## src/rtl/irq_agg_pkg.sv

```systemverilog
package irq_agg_pkg;

  typedef enum logic [1:0] {
    GRP_PRIMARY = 2'd0,
    GRP_FRAMER  = 2'd1,
    GRP_LINK    = 2'd2
  } grp_e;

  localparam int unsigned NUM_GRP = 3;

  // Group that owns source index s when the framer has nfrm registers.
  function automatic int unsigned grp_of(input int unsigned s, input int unsigned nfrm);
    if (s == 0)
      return int'(GRP_PRIMARY);
    else if (s <= nfrm)
      return int'(GRP_FRAMER);
    else
      return int'(GRP_LINK);
  endfunction

endpackage

```

## src/rtl/irq_status_bank.sv

```systemverilog
module irq_status_bank #(
  parameter int unsigned DATA_W  = 8,
  parameter int unsigned NUM_SRC = 10,
  parameter int unsigned ADDR_W  = 4
) (
  input  logic                        clk,
  input  logic                        rst,
  input  logic [NUM_SRC*DATA_W-1:0]   evt_i,
  input  logic                        rd_stb_i,
  input  logic [ADDR_W-1:0]           rd_addr_i,
  output logic [NUM_SRC*DATA_W-1:0]   status_o,
  output logic [DATA_W-1:0]           rd_data_o
);

  logic [DATA_W-1:0] sel_data;

  // Sticky status registers, one per source.
  for (genvar s = 0; s < NUM_SRC; s++) begin : g_src
    logic              hit;
    logic [DATA_W-1:0] st_q;

    assign hit = rd_stb_i && (rd_addr_i == ADDR_W'(s));

    always_ff @(posedge clk) begin
      if (rst)
        st_q <= '0;
      else
        st_q <= (hit ? '0 : st_q) | evt_i[s*DATA_W +: DATA_W];
    end

    assign status_o[s*DATA_W +: DATA_W] = st_q;
  end

  // Read selection; addresses past the last source select zero.
  always_comb begin
    sel_data = '0;
    for (int unsigned s = 0; s < NUM_SRC; s++) begin
      if (rd_addr_i == ADDR_W'(s))
        sel_data = status_o[s*DATA_W +: DATA_W];
    end
  end

  always_ff @(posedge clk) begin
    if (rst)
      rd_data_o <= '0;
    else
      rd_data_o <= rd_stb_i ? sel_data : '0;
  end

endmodule

```

## src/rtl/irq_gate.sv

```systemverilog
module irq_gate
  import irq_agg_pkg::*;
#(
  parameter int unsigned DATA_W   = 8,
  parameter int unsigned FRM_REGS = 8,
  parameter int unsigned NUM_SRC  = FRM_REGS + 2
) (
  input  logic [NUM_SRC*DATA_W-1:0] status_i,
  input  logic [NUM_SRC*DATA_W-1:0] bit_en_i,
  input  logic [NUM_GRP-1:0]        blk_en_i,
  output logic                      irq_o
);

  logic [NUM_SRC-1:0] src_act;

  for (genvar s = 0; s < NUM_SRC; s++) begin : g_src
    localparam int unsigned GRP = grp_of(s, FRM_REGS);
    assign src_act[s] = (|(status_i[s*DATA_W +: DATA_W] & bit_en_i[s*DATA_W +: DATA_W]))
                        & blk_en_i[GRP];
  end

  assign irq_o = |src_act;

endmodule

```

## src/rtl/irq_pin_ctrl.sv

```systemverilog
module irq_pin_ctrl (
  input  logic clk,
  input  logic rst,
  input  logic irq_i,
  input  logic mode_release_i,
  input  logic mode_low_i,
  output logic pin_o,
  output logic oe_o
);

  always_ff @(posedge clk) begin
    if (rst) begin
      pin_o <= 1'b0;
      oe_o  <= 1'b1;
    end else begin
      pin_o <= irq_i ^ mode_low_i;
      oe_o  <= irq_i | ~mode_release_i;
    end
  end

endmodule

```

## src/rtl/irq_aggregator.sv

```systemverilog
module irq_aggregator
  import irq_agg_pkg::*;
#(
  parameter int unsigned DATA_W   = 8,
  parameter int unsigned FRM_REGS = 8,
  parameter int unsigned ADDR_W   = 4,
  localparam int unsigned NUM_SRC = FRM_REGS + 2
) (
  input  logic                      clk,
  input  logic                      rst,
  input  logic [NUM_SRC*DATA_W-1:0] evt_i,
  input  logic [NUM_SRC*DATA_W-1:0] bit_en_i,
  input  logic [2:0]                blk_en_i,
  input  logic                      mode_release_i,
  input  logic                      mode_low_i,
  input  logic                      rd_stb_i,
  input  logic [ADDR_W-1:0]         rd_addr_i,
  output logic [DATA_W-1:0]         rd_data_o,
  output logic                      irq_pin_o,
  output logic                      irq_oe_o
);

  logic [NUM_SRC*DATA_W-1:0] status_q;
  logic                      irq_raw;

  irq_status_bank #(
    .DATA_W (DATA_W),
    .NUM_SRC(NUM_SRC),
    .ADDR_W (ADDR_W)
  ) u_bank (
    .clk      (clk),
    .rst      (rst),
    .evt_i    (evt_i),
    .rd_stb_i (rd_stb_i),
    .rd_addr_i(rd_addr_i),
    .status_o (status_q),
    .rd_data_o(rd_data_o)
  );

  irq_gate #(
    .DATA_W  (DATA_W),
    .FRM_REGS(FRM_REGS),
    .NUM_SRC (NUM_SRC)
  ) u_gate (
    .status_i(status_q),
    .bit_en_i(bit_en_i),
    .blk_en_i(blk_en_i),
    .irq_o   (irq_raw)
  );

  irq_pin_ctrl u_pin (
    .clk           (clk),
    .rst           (rst),
    .irq_i         (irq_raw),
    .mode_release_i(mode_release_i),
    .mode_low_i    (mode_low_i),
    .pin_o         (irq_pin_o),
    .oe_o          (irq_oe_o)
  );

endmodule

```

## config.mk

```make
export PLATFORM = sky130hd
export DESIGN_NAME = irq_aggregator
export DESIGN_NICKNAME = d
export VERILOG_FILES = /design/src/rtl/irq_agg_pkg.sv /design/src/rtl/irq_status_bank.sv /design/src/rtl/irq_gate.sv /design/src/rtl/irq_pin_ctrl.sv /design/src/rtl/irq_aggregator.sv
export SDC_FILE = /design/constraint.sdc
export NUM_CORES = 1
export LEC_CHECK = 0
export ABC_AREA = 0
export CAP_MARGIN = 20
export CORE_ASPECT_RATIO = 0.6
export CORE_MARGIN = 3
export CORE_UTILIZATION = 44
export CTS_CLUSTER_SIZE = 20
export DETAILED_ROUTE_END_ITERATION = 12
export MAX_ROUTING_LAYER = met4
export PLACE_DENSITY = 0.85
export SYNTH_ARGS = -nofsm -noshare
export SYNTH_HDL_FRONTEND = slang
export SYNTH_SLANG_ARGS = --single-unit
```

## constraint.sdc

```tcl
create_clock -name clk -period 2.96 [get_ports clk]
set_clock_uncertainty 0.05 [all_clocks]
set_input_delay 0.592 -clock clk [delete_from_list [all_inputs] [get_ports clk]]
set_output_delay 0.592 -clock clk [all_outputs]
set_load 0.02 [all_outputs]
```

==> flow_summary_export.csv <==
group,metric,value,unit
global_routing,grt.overflow.total,0,
sta,post-route-min-period,2.36,ns
sta,setup_viol_count_final,0,
critical_path,path_class,"in2reg",
sta,hold_viol_final,0,
layout,layout_commonest_cell,"clkdlybuf4s50_1",
synthesis,yosysTopAreaCell,"dfxtp_1",
detailed_routing,vias_per_cell,6.04,
critical_path,worstSetupEndpointType,"flop",
power_and_ir_drop,p_seq_frac,0.433,
power_and_ir_drop,combPwrFrac,0.169,
placement,dp_hpwl,12800,µm
critical_path,crit_slowest_cell,"clkdlybuf4s50_1",
layout,syn_to_final_growth,58.7,%
synthesis,ys_seq_area_frac,0.470,
floorplan,die_h,78.3,µm
floorplan,start_util,0.470,
global_routing,grt_pass1_vias,4412,
layout,final_area,0.00608,mm²
clock_network,cts_sinks,90,
placement,portBuffers,181,
critical_path,path_cells,"clkdlybuf4s50_1 > buf_4 > nor2_1 > a221oi_1 > nand2_1 > o211ai_1 > o21ai_0 > a21oi_1",
power_and_ir_drop,internal_power,2.45,mW
placement,place_congestion,1.13,
synthesis,synth_warnings,0,
global_routing,grtUsageMet1,0.433,
sta,fmax,423,MHz
status,status,"completed",
power_and_ir_drop,power_leakage,2.33,nW
global_routing,gr-usage-met2,0.477,
global_routing,grt_usage,0.328,
critical_path,critPathTopFamily,"buffers and inverters",
sta,rsz0062_at_grt,"no",
clock_network,clock-root-buffer,"clkbuf_16",
layout,nNetsFinal,794,
layout,final_util,0.745,
global_routing,top_usage_layer,"met2",
floorplan,ios,182,
layout,num_antenna_cells,0,
sta,fin_tns_setup,0,ns
synthesis,synthDistinctLibCells,35,
layout,drive_above_1_share,0.0591,
synthesis,syn_area,0.00383,mm²
critical_path,start_kind,"input pin",
global_routing,grt_pass1_wl,24100,µm
detailed_routing,routed_wl,16000,µm
detailed_routing,vias,4434,
global_routing,antenna_found_initial,0,
sta,min_period_over_period,0.799,
synthesis,synth_area_leaders,"dfxtp_1 (47%), a21oi_1 (11%), nor2_1 (9.3%)",
clock_network,insertion_delay,0.34,ns
hold_path,worstHoldPathType,"reg2reg",
clock_network,post_cts_buffers,0,
power_and_ir_drop,switchingPower,0.781,mW
detailed_routing,drt_iter0_drc,509,
critical_path,cp_num_buf_inv,2,
detailed_routing,dr.pass1.iters,6,
critical_path,critPathMaxStageDelay,0.69,ns
floorplan,dieArea,0.00991,mm²
sta,fin_hold_ws,0.464,ns
critical_path,cp.arrival,2.58,ns
power_and_ir_drop,clockPowerShare,0.398,
synthesis,synth_top_area_share,0.470,
synthesis,ys.flop_type,"dfxtp_1",
clock_network,cts_tree,"yes",
clock_network,ctsResizeCount,0,
clock_network,clockBufferDepth,2,
clock_network,cts_buffers,9,
floorplan,chipWidth,127,µm
detailed_routing,ant_nets,0,
power_and_ir_drop,ir_worst_vdd,0.000298,V
run,cap_viol_max_count,0,
sta,max_slew_margin,0.667,
floorplan,core,0.00816,mm²
detailed_routing,drcViolationCount,0,
global_routing,grt_start_max_net_pins,42,
power_and_ir_drop,power_per_cell_area,531,mW/mm²
synthesis,yosys_register_bits,90,
clock_network,htree_num_levels,3,
layout,layout_common_cells,"clkdlybuf4s50_1 (180), nor2_1 (95), dfxtp_1 (90)",
synthesis,avgSynthCellArea,8.65,µm²
global_routing,met3_usage,0.120,
synthesis,synth-edff-count,0,
clock_network,clkTransAtPathRegs,0.06,ns
synthesis,synth_fp_nets,615,
sta,drv_slew,0,
critical_path,worst-path-max-fanout,15,
power_and_ir_drop,sw_frac_of_total,0.242,
sta,worstMarginPinSlew,0.498,ns
floorplan,rows,25,
placement,dpl_cell_area,0.00575,mm²
synthesis,ys_async_sr_fraction,0,
clock_network,cts_hold_buf,0,
detailed_routing,wl_per_cell,21.7,µm
synthesis,syn-instance-count,443,
critical_path,required,3.18,ns
[cell type report]
class / count / area, µm²
Clock buffer: 10 / 229
Clock inverter: 5 / 104
Fill cell: 605 / 2080
Multi-Input combinational cell: 334 / 1950
Sequential cell: 90 / 1800
Tap cell: 108 / 135
Timing Repair Buffer: 187 / 1860
[routing by layer]
metal,part of all wire,vias up
li1,-,1997
met1,0.41,2075
met2,0.43,316
met3,0.13,46
met4,0.023,0
met5,0,-
[per-stage QoR]
| stage | total power, mW | worst slack (ns) | instances |
|---|---|---|---|
| after detailed placement | 1.95 | 0.276 | 719 |
| after CTS | 3.22 | 0.620 | 734 |
| after floorplan | 1.60 | 1.00 | 443 |
| after global routing | 3.33 | 0.335 | 734 |
| final | 3.23 | 0.596 | 734 |
| after global placement | 1.94 | 0.316 | 719 |
[worst min-delay path, delay by kind of cell (launching register included)]
kind               cells  cell delay (ns)
AOI/OAI and AO/OA      1             0.07
and+or+nand+nor        1             0.07
DFF                    1             0.35
[state kept, by name, indices dropped and copies added (netlist names)]
name / cells
u_bank.g_src.st_q: 80
u_pin.pin_o: 1
u_bank.rd_data_o: 8
u_pin.oe_o: 1
[synth_stat cells (4+ instances only)]
cell and instances:
nor2_1 95, dfxtp_1 90, a21oi_1 86, nand2_1 21
a22o_1 16, o21ai_0 16, a221oi_1 14, mux2i_1 14
clkbuf_1 12, a22oi_1 11, nand3_1 8, nand4_1 7
o22ai_1 6, buf_2 5, nand2b_1 5, a221oi_2 4
[worst paths after layout]
check	from	endpoint	slack [ns]	cells past startpoint
hold / removal	u_bank.g_src[8].st_q[7]	u_bank.g_src[8].st_q[7]	0.46	2
setup reg to reg	u_bank.g_src[4].st_q[7]	u_pin.pin_o	0.96	6
setup / recovery	rd_addr_i[1]	u_bank.rd_data_o[7]	0.60	8
hold reg to reg	u_bank.g_src[8].st_q[7]	u_bank.g_src[8].st_q[7]	0.46	2
[logic make-up (layout without fill, tap and decap cells)]
logic type      Yosys count  after routing  share of synthesized area
compound gates          166            166                      0.278
mux                      20             20                     0.0630
simple gates            148            148                      0.168
flops                    90             90                      0.470
buf+inv                  19            202                     0.0212
[power groups by stage]
stage,combinational [mW],sequential [mW],clock (mW)
floorplan,0.222,1.38,0
global placement,0.522,1.41,0
detailed placement,0.536,1.42,0
CTS,0.542,1.39,1.29
global route,0.588,1.40,1.34
finish,0.546,1.40,1.29
(Power assumes the default switching activity.)
